[src/rtl/lpm_pkg.sv]
package lpm_pkg;
  localparam int TGT_W  = 2;
  localparam int SUB_W  = 2;
  localparam int MODE_W = 2;
  localparam int DIV_W  = 2;
  localparam int POL_W  = TGT_W + SUB_W;

  typedef enum logic [2:0] {
    ST_RUN, ST_SLEEP, ST_STOP, ST_STBY, ST_WAKE, ST_SHDN
  } lpm_state_e;

  typedef enum logic [TGT_W-1:0] {
    TGT_SLEEP = 2'd0, TGT_STOP = 2'd1, TGT_STBY = 2'd2, TGT_SHDN = 2'd3
  } lpm_tgt_e;

  // Clamp an out-of-range sub-option to zero
  function automatic logic [SUB_W-1:0] eff_sub(lpm_tgt_e t, logic [SUB_W-1:0] s);
    logic [SUB_W-1:0] lim;
    lim = (t == TGT_STBY) ? SUB_W'(1) : SUB_W'(2);
    return (s > lim) ? '0 : s;
  endfunction
endpackage

[src/rtl/lpm_policy_reg.sv]
module lpm_policy_reg
  import lpm_pkg::*;
(
  input  logic                 clk,
  input  logic                 rst,
  input  logic                 clr,
  input  logic                 wr,
  input  logic [POL_W-1:0]     wdata,
  output lpm_tgt_e             tgt_o,
  output logic [SUB_W-1:0]     sub_o
);
  lpm_tgt_e wt;
  assign wt = lpm_tgt_e'(wdata[TGT_W-1:0]);

  always_ff @(posedge clk) begin
    if (rst || clr) begin
      tgt_o <= TGT_SLEEP;
      sub_o <= '0;
    end else if (wr) begin
      tgt_o <= wt;
      sub_o <= eff_sub(wt, wdata[POL_W-1:TGT_W]);
    end
  end
endmodule

[src/rtl/lpm_fsm.sv]
module lpm_fsm
  import lpm_pkg::*;
(
  input  logic       clk,
  input  logic       rst,
  input  logic       wfi,
  input  logic       wake,
  input  logic       osc_ready,
  input  logic       sd_wake,
  input  lpm_tgt_e   tgt,
  output lpm_state_e state_d,
  output logic       sd_exit
);
  lpm_state_e state_q;

  always_comb begin
    state_d = state_q;
    unique case (state_q)
      ST_RUN: if (wfi) begin
        unique case (tgt)
          TGT_SLEEP: state_d = ST_SLEEP;
          TGT_STOP:  state_d = ST_STOP;
          TGT_STBY:  state_d = ST_STBY;
          TGT_SHDN:  state_d = ST_SHDN;
          default:   state_d = ST_SLEEP;
        endcase
      end
      ST_SLEEP: if (wake) state_d = ST_RUN;
      ST_STOP, ST_STBY: if (wake) state_d = ST_WAKE;
      ST_WAKE: if (osc_ready) state_d = ST_RUN;
      ST_SHDN: if (sd_wake) state_d = ST_RUN;
      default: state_d = ST_RUN;
    endcase
  end

  assign sd_exit = (state_q == ST_SHDN) && sd_wake;

  always_ff @(posedge clk) begin
    if (rst) state_q <= ST_RUN;
    else     state_q <= state_d;
  end
endmodule

[src/rtl/lpm_out_enc.sv]
module lpm_out_enc
  import lpm_pkg::*;
(
  input  logic              clk,
  input  logic              rst,
  input  lpm_state_e        state_d,
  output logic              cpu_clk_en,
  output logic              pd_en,
  output logic              retain,
  output logic              fast_osc_en,
  output logic              sys_osc_en,
  output logic [DIV_W-1:0]  aon_div,
  output logic              ana_en,
  output logic              core_pwr_en,
  output logic [MODE_W-1:0] mode
);
  always_ff @(posedge clk) begin
    if (rst) begin
      cpu_clk_en <= 1'b1; pd_en <= 1'b1; retain <= 1'b0;
      fast_osc_en <= 1'b1; sys_osc_en <= 1'b1; aon_div <= DIV_W'(0);
      ana_en <= 1'b1; core_pwr_en <= 1'b1; mode <= MODE_W'(0);
    end else begin
      unique case (state_d)
        ST_RUN, ST_SLEEP: begin
          cpu_clk_en <= (state_d == ST_RUN); pd_en <= 1'b1; retain <= 1'b0;
          fast_osc_en <= 1'b1; sys_osc_en <= 1'b1; aon_div <= DIV_W'(0);
          ana_en <= 1'b1; core_pwr_en <= 1'b1;
          mode <= (state_d == ST_RUN) ? MODE_W'(0) : MODE_W'(1);
        end
        ST_STOP: begin
          cpu_clk_en <= 1'b0; pd_en <= 1'b0; retain <= 1'b1;
          fast_osc_en <= 1'b0; sys_osc_en <= 1'b1; aon_div <= DIV_W'(1);
          ana_en <= 1'b1; core_pwr_en <= 1'b1; mode <= MODE_W'(2);
        end
        ST_STBY: begin
          cpu_clk_en <= 1'b0; pd_en <= 1'b0; retain <= 1'b1;
          fast_osc_en <= 1'b0; sys_osc_en <= 1'b0; aon_div <= DIV_W'(2);
          ana_en <= 1'b0; core_pwr_en <= 1'b1; mode <= MODE_W'(3);
        end
        ST_WAKE: begin
          // oscillators first; domain and cpu wait for ready
          cpu_clk_en <= 1'b0; pd_en <= 1'b0; retain <= 1'b1;
          fast_osc_en <= 1'b1; sys_osc_en <= 1'b1; core_pwr_en <= 1'b1;
        end
        default: begin
          cpu_clk_en <= 1'b0; pd_en <= 1'b0; retain <= 1'b0;
          fast_osc_en <= 1'b0; sys_osc_en <= 1'b0; aon_div <= DIV_W'(3);
          ana_en <= 1'b0; core_pwr_en <= 1'b0; mode <= MODE_W'(0);
        end
      endcase
    end
  end
endmodule

[src/rtl/lpm_ctrl.sv]
module lpm_ctrl
  import lpm_pkg::*;
(
  input  logic              clk,
  input  logic              rst,
  input  logic              pol_wr,
  input  logic [POL_W-1:0]  pol_data,
  input  logic              wfi,
  input  logic              wake,
  input  logic              osc_ready,
  input  logic              sd_wake,
  output logic              cpu_clk_en,
  output logic              pd_en,
  output logic              retain,
  output logic              fast_osc_en,
  output logic              sys_osc_en,
  output logic [DIV_W-1:0]  aon_div,
  output logic              ana_en,
  output logic              core_pwr_en,
  output logic [MODE_W-1:0] mode,
  output logic [SUB_W-1:0]  sub_opt
);
  lpm_tgt_e   tgt;
  lpm_state_e state_d;
  logic       sd_exit;

  lpm_policy_reg u_pol (
    .clk(clk), .rst(rst), .clr(sd_exit), .wr(pol_wr), .wdata(pol_data),
    .tgt_o(tgt), .sub_o(sub_opt)
  );

  lpm_fsm u_fsm (
    .clk(clk), .rst(rst), .wfi(wfi), .wake(wake), .osc_ready(osc_ready),
    .sd_wake(sd_wake), .tgt(tgt), .state_d(state_d), .sd_exit(sd_exit)
  );

  lpm_out_enc u_out (
    .clk(clk), .rst(rst), .state_d(state_d),
    .cpu_clk_en(cpu_clk_en), .pd_en(pd_en), .retain(retain),
    .fast_osc_en(fast_osc_en), .sys_osc_en(sys_osc_en), .aon_div(aon_div),
    .ana_en(ana_en), .core_pwr_en(core_pwr_en), .mode(mode)
  );
endmodule

[config.mk]
export PLATFORM = sky130hd
export DESIGN_NAME = lpm_ctrl
export DESIGN_NICKNAME = d
export VERILOG_FILES = /design/src/rtl/lpm_pkg.sv /design/src/rtl/lpm_policy_reg.sv /design/src/rtl/lpm_fsm.sv /design/src/rtl/lpm_out_enc.sv /design/src/rtl/lpm_ctrl.sv
export SDC_FILE = /design/constraint.sdc
export NUM_CORES = 1
export LEC_CHECK = 0
export ABC_AREA = 0
export BUFFER_PORTS_ARGS = -buffer_cell sky130_fd_sc_hd__buf_2
export CAP_MARGIN = 20
export CORE_ASPECT_RATIO = 0.8
export CORE_MARGIN = 1
export CORE_UTILIZATION = 44
export CTS_CLUSTER_SIZE = 25
export DETAILED_ROUTE_END_ITERATION = 12
export GPL_TIMING_DRIVEN = 1
export PLACE_DENSITY = 0.73
export SLEW_MARGIN = 20
export SYNTH_ARGS = -nofsm -noshare
export SYNTH_HDL_FRONTEND = slang
export SYNTH_SLANG_ARGS = --single-unit
[constraint.sdc]
create_clock -name clk -period 1.9 [get_ports clk]
set_clock_uncertainty 0.2 [all_clocks]
set_input_delay 0 -clock clk [delete_from_list [all_inputs] [get_ports clk]]
set_output_delay 0 -clock clk [all_outputs]
set_load 0.05 [all_outputs]
==> metrics.md, run 1 <==
| Metric | Value |
|---|---|
| Outcome | `finished, final reports clean` |
| DP Wirelength | `around 1.3 mm` |
| Leading area contributor after synthesis | `sky130_fd_sc_hd__dfxtp_1` |
| Dominant cell by count in the synthesized netlist | `sky130_fd_sc_hd__dfxtp_1` |
| Gate count after technology mapping | `just over 80` |
| Minimum clock period after layout | `around 1.9 ns` |
| Fraction of the mapped netlist area in compound gates | `0.220` |
| Synthesized Nets | `97` |
| Net switching power | `about 290 uW` |
| Total Routing Usage GR | `0.198` |
| Fraction of power consumed by the clock network | `0.253` |
| Antenna-violating nets left | `0` |
| DRC violation count after routing | `0` |
| Total core area | `roughly 1700 um2` |
| Clock latency on the worst-skew pair | `just under 0.3 ns` |
| Utilization of the core after routing | `0.723` |
| Transition time at the pin with the least slew margin | `approximately 0.32 ns` |
| Dominant combinational cell family by area after synthesis | `compound AO/OA/AOI/OAI gates` |
| Proportion of synthesized area in mux cells | `0.0366` |
| Post-detailed-routing wire length | `between 2 and 2.5 mm` |
| Clk Tree Root Cell | `sky130_fd_sc_hd__clkbuf_4` |
| Global placement routability congestion | `~0.76` |
| Layout Nets | `roughly 140` |
| Vias in the first global route | `639` |
| Initial core utilization | `0.485` |
| Layout Area Growth over Synthesis | `49.1%` |
| RSZ-0062 raised after global routing | `true` |
| Count of input and output buffers | `23` |
| Largest net degree at the start of global routing | `17` |
| Avg Inst Size Synth | `10.0 um2` |
| Kind of start point of the critical path | `flop` |
| Number of sinks handled by clock tree synthesis | `18` |
| Fraction of registers with async set or reset after synthesis | `0` |
| Count of routing violations after the opening detailed-route iteration | `14` |
| Sequential-to-total area share from yosys stat | `0.439` |
| Most common flop cell mapped by yosys | `sky130_fd_sc_hd__dfxtp_1` |
| Diode count | `0` |
| Number of iterations in the first detailed-routing pass | `4` |
| X dimension of the die | `50.3 um` |
| Cell area after synthesis | `just over 800 um2` |
| Area of all placed cells without fillers | `1220 um2` |
| Gr ovfl total | `0` |
| Relative contribution of sequential cells to total power | `0.458` |
| Max-Cap Viols | `0` |
| Total CTS buffers | `3` |
| Share of the synthesized netlist area taken by xor and xnor gates | `0` |
| Number of cell rows | `13` |
| Worst Hold Slack | `roughly 0.027 ns` |
| Largest voltage drop on the vdd net | `0.670 mV` |
| Synth Area in Adders | `0.0610` |
| Wire length per cell | `13.8 um` |
| Number of hold violations in the final report | `0` |
| Number of synthesized flops with an enable pin | `0` |
| Cell area after placement | `1000 um2` |
| Arrival time of data at the critical path endpoint | `around 1.9 ns` |
| Critical path class | `reg -> reg` |
| Largest fanout on the critical path | `6` |
| Final total power | `about 920 uW` |
| Global-route wire length before repair | `roughly 2.9 mm` |
| Top-level port count | `24` |
| Basic-gate share of the synthesized area counting and, or, nand and nor cells | `0.212` |
| Distinct cell type count after synthesis | `33` |
| Via count normalized by instance count | `roughly 5.3` |
| Maximum clock frequency | `approximately 0.53 GHz` |
| Part of the power in combinational logic | `0.289` |
| Part of the cycle the worst path needs | `0.988` |
| Setup-violating endpoint count in the final report | `0` |
| Power density of the placed cells | `approximately 750 nW/um2` |
| TritonCTS clock tree | `done` |
| Switching share of power | `0.311` |
| Most instantiated cells after synthesis | `sky130_fd_sc_hd__dfxtp_1 (18), sky130_fd_sc_hd__nor2_1 (7), sky130_fd_sc_hd__a21oi_1 (5)` |
| Max Root-Sink Buffers | `2` |
| Leading cell types by total area after synthesis | `sky130_fd_sc_hd__dfxtp_1 (44%), sky130_fd_sc_hd__ha_1 (6.1%), sky130_fd_sc_hd__mux2i_1 (3.7%), sky130_fd_sc_hd__a21o_1 (3.7%), sky130_fd_sc_hd__nor2_1 (3.2%)` |
| Int Power | `roughly 630 uW` |
| Chip height | `between 40 and 50 um` |
| Count of warnings emitted by yosys | `0` |
| Proportion of netlist area held by the largest area contributor | `0.439` |
| Sort of element at the end of the critical path | `flop` |
| Via count | `~790` |
| Total Die Area | `about 2000 um2` |
| Leakage component of the power | `a little over 0.0005 uW` |
| Required time reported for the critical path endpoint | `roughly 1.9 ns` |
| Clock transition at the registers of the reported paths | `0.10 ns` |
| Type of the worst min-delay path | `in -> reg` |
| # H-tree levels | `1` |
| Antenna violations before repair | `0` |
| Layout cell share with drive strength beyond 1 | `0.417` |
| Pins Over Slew Limit | `0` |
| Register bit total from synthesis | `18` |
| Relative slew slack | `0.789` |
## cell families after synthesis
group | count (synthesis)
simple gates | 28
compound gates | 24
buf+inv | 5
fa+ha+maj | 4
flops | 18
mux | 3
## metal layers
metal,wire (um),GRT usage,vias up
met5,0,0,-
met4,42,0.0417,0
met3,78,0.0444,6
met2,900,0.330,22
met1,1040,0.268,367
li1,-,-,394
## power groups by stage
stage          clock network (uW)  registers, uW  logic (uW)
6_report                      232            420         265
5_1_grt                       252            424         281
4_1_cts                       238            418         241
3_5_place_dp                    0            426         217
3_3_place_gp                    0            425         214
2_1_floorplan                   0            489        83.7
## path summary, 6_finish.rpt
path | cells past startpoint | to | slack, ns | startpoint
worst max-delay path | 7 | u_out.mode[0] | 0.02 | u_pol.tgt_o[0]
worst min-delay path | 4 | u_fsm.state_q[1] | 0.03 | wfi
worst max register to register | 7 | u_out.mode[0] | 0.02 | u_pol.tgt_o[0]
worst min register to register | 2 | u_pol.sub_o[0] | 0.28 | u_pol.sub_o[0]
## cells in the final DEF (no fill, tap or decap), types with 2 or more instances in the layout
master,n
sky130_fd_sc_hd__ha_1,3
sky130_fd_sc_hd__o21ai_0,3
sky130_fd_sc_hd__a21o_1,4
sky130_fd_sc_hd__nand2_1,3
sky130_fd_sc_hd__nor2b_1,3
sky130_fd_sc_hd__nor2_1,5
sky130_fd_sc_hd__buf_4,8
sky130_fd_sc_hd__buf_2,23
sky130_fd_sc_hd__dlygate4sd3_1,12
sky130_fd_sc_hd__nand2b_1,4
sky130_fd_sc_hd__dfxtp_1,17
sky130_fd_sc_hd__inv_1,2
sky130_fd_sc_hd__a21oi_2,2
sky130_fd_sc_hd__mux2i_1,3
sky130_fd_sc_hd__clkbuf_4,3
sky130_fd_sc_hd__o22ai_1,3
sky130_fd_sc_hd__a21oi_1,3
## critical path, stage by stage (launching register included)
cell                        delay [ns]
sky130_fd_sc_hd__dfxtp_1          0.35
sky130_fd_sc_hd__buf_4            0.14
sky130_fd_sc_hd__ha_1             0.19
sky130_fd_sc_hd__nand4bb_1        0.10
sky130_fd_sc_hd__a21oi_1          0.07
sky130_fd_sc_hd__buf_4            0.17
sky130_fd_sc_hd__o211ai_2         0.24
sky130_fd_sc_hd__a2bb2o_1         0.31
## cell type report
cell class | instances | area [um2]
Tap cell | 22 | 27.5
Inverter | 3 | 11.3
Fill cell | 119 | 468
Sequential cell | 18 | 362
Multi-Input combinational cell | 59 | 492
Clock buffer | 4 | 36.3
Timing Repair Buffer | 43 | 295
## state kept, by name, summed over array words and instances (netlist names)
register,flops
u_out.mode,2
u_out.ana_en,1
u_fsm.state_q,3
u_pol.tgt_o,2
u_out.sys_osc_en,1
u_pol.sub_o,2
u_out.aon_div,2
u_out.retain,1
u_out.cpu_clk_en,1
u_out.pd_en,1
u_out.core_pwr_en,1
u_out.fast_osc_en,1
## per-stage QoR
| step | cells | worst slack [ns] | TNS, ns |
|---|---|---|---|
| finish | 149 | 0.0221 | 0 |
| detailed placement | 132 | 0.0130 | 0 |
| global placement | 132 | 0.0422 | 0 |
| global route | 149 | -0.0286 | -0.0853 |
| CTS | 148 | 0.00475 | 0 |
| floorplan | 82 | 0.0506 | 0 |
## what timing repair did
| item | in CTS | in global routing |
|---|---|---|
| buffers inserted | 0 | 1 |
| pin swaps | 0 | 7 |
| endpoints found under the setup margin | 2 | 8 |
| endpoints found under the hold margin | 17 | 1 |
| hold buffers | 12 | 1 |
| gates resized for setup | 1 | 11 |
| gates cloned | 0 | 0 |
Power figures use the tool's default switching activity.
==> inputs of run 2 (changes only) <==
==> constraint.sdc (replaced) <==
create_clock -name clk -period 1.9 [get_ports clk]
set_clock_uncertainty 0.2 [all_clocks]
set_input_delay 0.19 -clock clk [delete_from_list [all_inputs] [get_ports clk]]
set_output_delay 0.19 -clock clk [all_outputs]
set_load 0.05 [all_outputs]
==> run 2 against run 1 <==
- routed wire length decreased by 9.6%
- register-to-register slack improved by 0.03 ns
- sequential share of layout area increased by 1.8 points
- fmax increased by 1.4%
- via count decreased by 2.8%
- total power decreased by 2.0%
- worst hold slack improved by 0.016 ns
- global-route usage decreased by 0.58 points
- clock-buffer cell count unchanged
- utilization decreased by 4.2 points
- sequential cell count unchanged
- combinational power decreased by 6%
- critical endpoint unchanged
==> metrics.md, run 2 (synthesis gave the netlist of run 1 again) <==
| Metric | Value |
|---|---|
| Int Power | `621 uW (was 632 uW)` |
| Total CTS buffers | `3 (unchanged)` |
| Layout Nets | `136 (was 143)` |
| Post-detailed-routing wire length | `1.86 mm (was 2.06 mm)` |
| HP Start | `pol_wr (was wfi)` |
| Critical path class | `reg -> reg (unchanged)` |
| Required time reported for the critical path endpoint | `1.89 ns (about the same)` |
| Reg with most FFs | `u_fsm.state_q (unchanged)` |
| Via count | `767 (was 789)` |
| Relative slew slack | `0.784 (was 0.789)` |
| Number of hold violations in the final report | `0 (unchanged)` |
| Power density of the placed cells | `780 nW/um2 (was 750 nW/um2)` |
| Kind of start point of the critical path | `flop (unchanged)` |
| Source of the critical timing path | `u_pol.tgt_o[0] (unchanged)` |
| Diode count | `0 (unchanged)` |
| Clk Tree Root Cell | `sky130_fd_sc_hd__clkbuf_4 (unchanged)` |
| Worst Hold Slack | `0.0433 ns (was 0.0272 ns)` |
| Fraction of power consumed by the clock network | `0.256 (was 0.253)` |
| Area of all placed cells without fillers | `1150 um2 (was 1220 um2)` |
| Global placement routability congestion | `0.760 (unchanged)` |
| End of the worst register-to-register path | `u_out.mode[0] (unchanged)` |
| FF-to-FF path depth | `7 (unchanged)` |
| Worst setup slack for register-to-register paths | `0.05 ns (was 0.02 ns)` |
| Footprint of the multi-input gates | `490 um2 (was 492 um2)` |
| Number of sinks handled by clock tree synthesis | `18 (unchanged)` |
| Total Routing Usage GR | `0.192 (was 0.198)` |
| Final total power | `899 uW (was 918 uW)` |
| Leakage component of the power | `0.000489 uW (was 0.000515 uW)` |
| Top-level port count | `24 (unchanged)` |
| Flip-flop count of the largest register after layout | `3 (unchanged)` |
| Count of routing violations after the opening detailed-route iteration | `14 (unchanged)` |
| Initial core utilization | `0.485 (unchanged)` |
| Count of input and output buffers | `23 (unchanged)` |
| Setup-violating endpoint count in the final report | `0 (unchanged)` |
| Via count normalized by instance count | `5.40 (was 5.30)` |
| Total core area | `1690 um2 (unchanged)` |
| Endpoint of the worst hold path | `u_pol.sub_o[1] (was u_fsm.state_q[1])` |
| Relative contribution of sequential cells to total power | `0.468 (was 0.458)` |
| Clock latency on the worst-skew pair | `0.29 ns (about the same)` |
| Register cell area after layout | `362 um2 (unchanged)` |
| Antenna violations before repair | `0 (unchanged)` |
| Largest fanout on the critical path | `6 (unchanged)` |
| Antenna-violating nets left | `0 (unchanged)` |
| Gr ovfl total | `0 (unchanged)` |
| Transition time at the pin with the least slew margin | `0.324 ns (was 0.316 ns)` |
| Cell area after placement | `1000 um2 (unchanged)` |
| Highest-count cells in the layout ignoring fill and taps | `sky130_fd_sc_hd__buf_2 (23), sky130_fd_sc_hd__dfxtp_1 (17), sky130_fd_sc_hd__buf_4 (8), sky130_fd_sc_hd__nor2_1 (5), sky130_fd_sc_hd__dlygate4sd3_1 (5) (was sky130_fd_sc_hd__buf_2 (23), sky130_fd_sc_hd__dfxtp_1 (17), sky130_fd_sc_hd__dlygate4sd3_1 (12), sky130_fd_sc_hd__buf_4 (8), sky130_fd_sc_hd__nor2_1 (5))` |
| Switching share of power | `0.309 (was 0.311)` |
| # H-tree levels | `1 (unchanged)` |
| Layout cell share with drive strength beyond 1 | `0.442 (was 0.417)` |
| Max-Cap Viols | `0 (unchanged)` |
| Number of filler instances in the final layout | `133 (was 119)` |
| Chip height | `40.6 um (unchanged)` |
| Commonest non-fill, non-tap cell in the layout | `sky130_fd_sc_hd__buf_2 (unchanged)` |
| Outcome | `finished, final reports clean (unchanged)` |
| Global-route wire length before repair | `2.82 mm (was 2.88 mm)` |
| Vias in the first global route | `621 (was 639)` |
| Clock transition at the registers of the reported paths | `0.10 ns (about the same)` |
| Number of cell rows | `13 (unchanged)` |
| TritonCTS clock tree | `done (unchanged)` |
| Total Die Area | `2040 um2 (unchanged)` |
| Max Root-Sink Buffers | `2 (unchanged)` |
| Largest voltage drop on the vdd net | `0.659 mV (was 0.670 mV)` |
| Critical register-to-register path startpoint | `u_pol.tgt_o[0] (unchanged)` |
| X dimension of the die | `50.3 um (unchanged)` |
| Net switching power | `278 uW (was 285 uW)` |
| Largest net degree at the start of global routing | `17 (unchanged)` |
| Sort of element at the end of the critical path | `flop (unchanged)` |
| Type of the worst min-delay path | `in -> reg (unchanged)` |
| Arrival time of data at the critical path endpoint | `1.84 ns (was 1.86 ns)` |
| Pins Over Slew Limit | `0 (unchanged)` |
| Number of iterations in the first detailed-routing pass | `4 (unchanged)` |
| Maximum clock frequency | `0.540 GHz (was 0.533 GHz)` |
| Wire length per cell | `13.1 um (was 13.8 um)` |
| DRC violation count after routing | `0 (unchanged)` |
| Minimum clock period after layout | `1.85 ns (was 1.88 ns)` |
| RSZ-0062 raised after global routing | `true (unchanged)` |
| DP Wirelength | `1.25 mm (unchanged)` |
| Part of the cycle the worst path needs | `0.974 (was 0.988)` |
| Part of the power in combinational logic | `0.277 (was 0.289)` |
| Worst hold path cell count | `3 (was 4)` |
| Layout Area Growth over Synthesis | `40.4% (was 49.1%)` |
-- run 2: cell type report --
| type | instances | share of cell area |
|---|---|---|
| clock buffer | 4 | 0.0315 |
| timing repair buffer | 36 | 0.195 |
| inverter | 3 | 0.00977 |
| sequential | 18 | 0.314 |
| tap | 22 | 0.0239 |
| multi-input combinational | 59 | 0.426 |
-- run 2: per-stage QoR --
stage | util | TNS, ns | std cells | setup WS [ns]
floorplan | - | 0 | 82 | 0.0506
global placement | 0.594 | 0 | 132 | 0.0422
detailed placement | 0.594 | 0 | 132 | 0.0130
CTS | 0.650 | 0 | 141 | 0.00475
global route | 0.681 | -0.0732 | 142 | -0.0360
finish | 0.681 | 0 | 142 | 0.0487
-- run 2: worst max path at each step --
stage,cells after the start,end
6_report,7,u_out.mode[0]
5_1_grt,6,u_out.mode[1]
4_1_cts,6,u_out.mode[1]
3_5_place_dp,6,u_out.mode[1]
3_3_place_gp,6,u_out.mode[1]
2_1_floorplan,6,u_out.mode[1]
-- run 2: worst max-delay path: stages (launching register included) --
cell                        delay [ns]
sky130_fd_sc_hd__dfxtp_1          0.35
sky130_fd_sc_hd__buf_4            0.14
sky130_fd_sc_hd__ha_1             0.19
sky130_fd_sc_hd__nand4bb_1        0.10
sky130_fd_sc_hd__a21oi_1          0.07
sky130_fd_sc_hd__buf_4            0.17
sky130_fd_sc_hd__o211ai_2         0.22
sky130_fd_sc_hd__a2bb2o_1         0.30
-- run 2: layer usage --
metal,GRT usage,part of all wire,vias up
met5,0,0,-
met4,0.0417,0.0054,0
met3,0.0444,0.033,2
met2,0.333,0.47,15
met1,0.251,0.49,377
li1,-,-,373
-- run 2: what timing repair did --
item,in CTS,in global routing
setup buffers,0,1
pin swaps,0,6
resized for setup,1,11
hold buffers,5,0
setup endpoints to repair,2,8
hold endpoints to repair,4,0
-- run 2: power groups by stage --
stage	clock, uW	sequential (uW)	combinational, uW
after floorplan	0	489	83.7
after global placement	0	425	214
after detailed placement	0	426	217
after CTS	238	418	229
after global routing	253	424	266
final	230	420	249
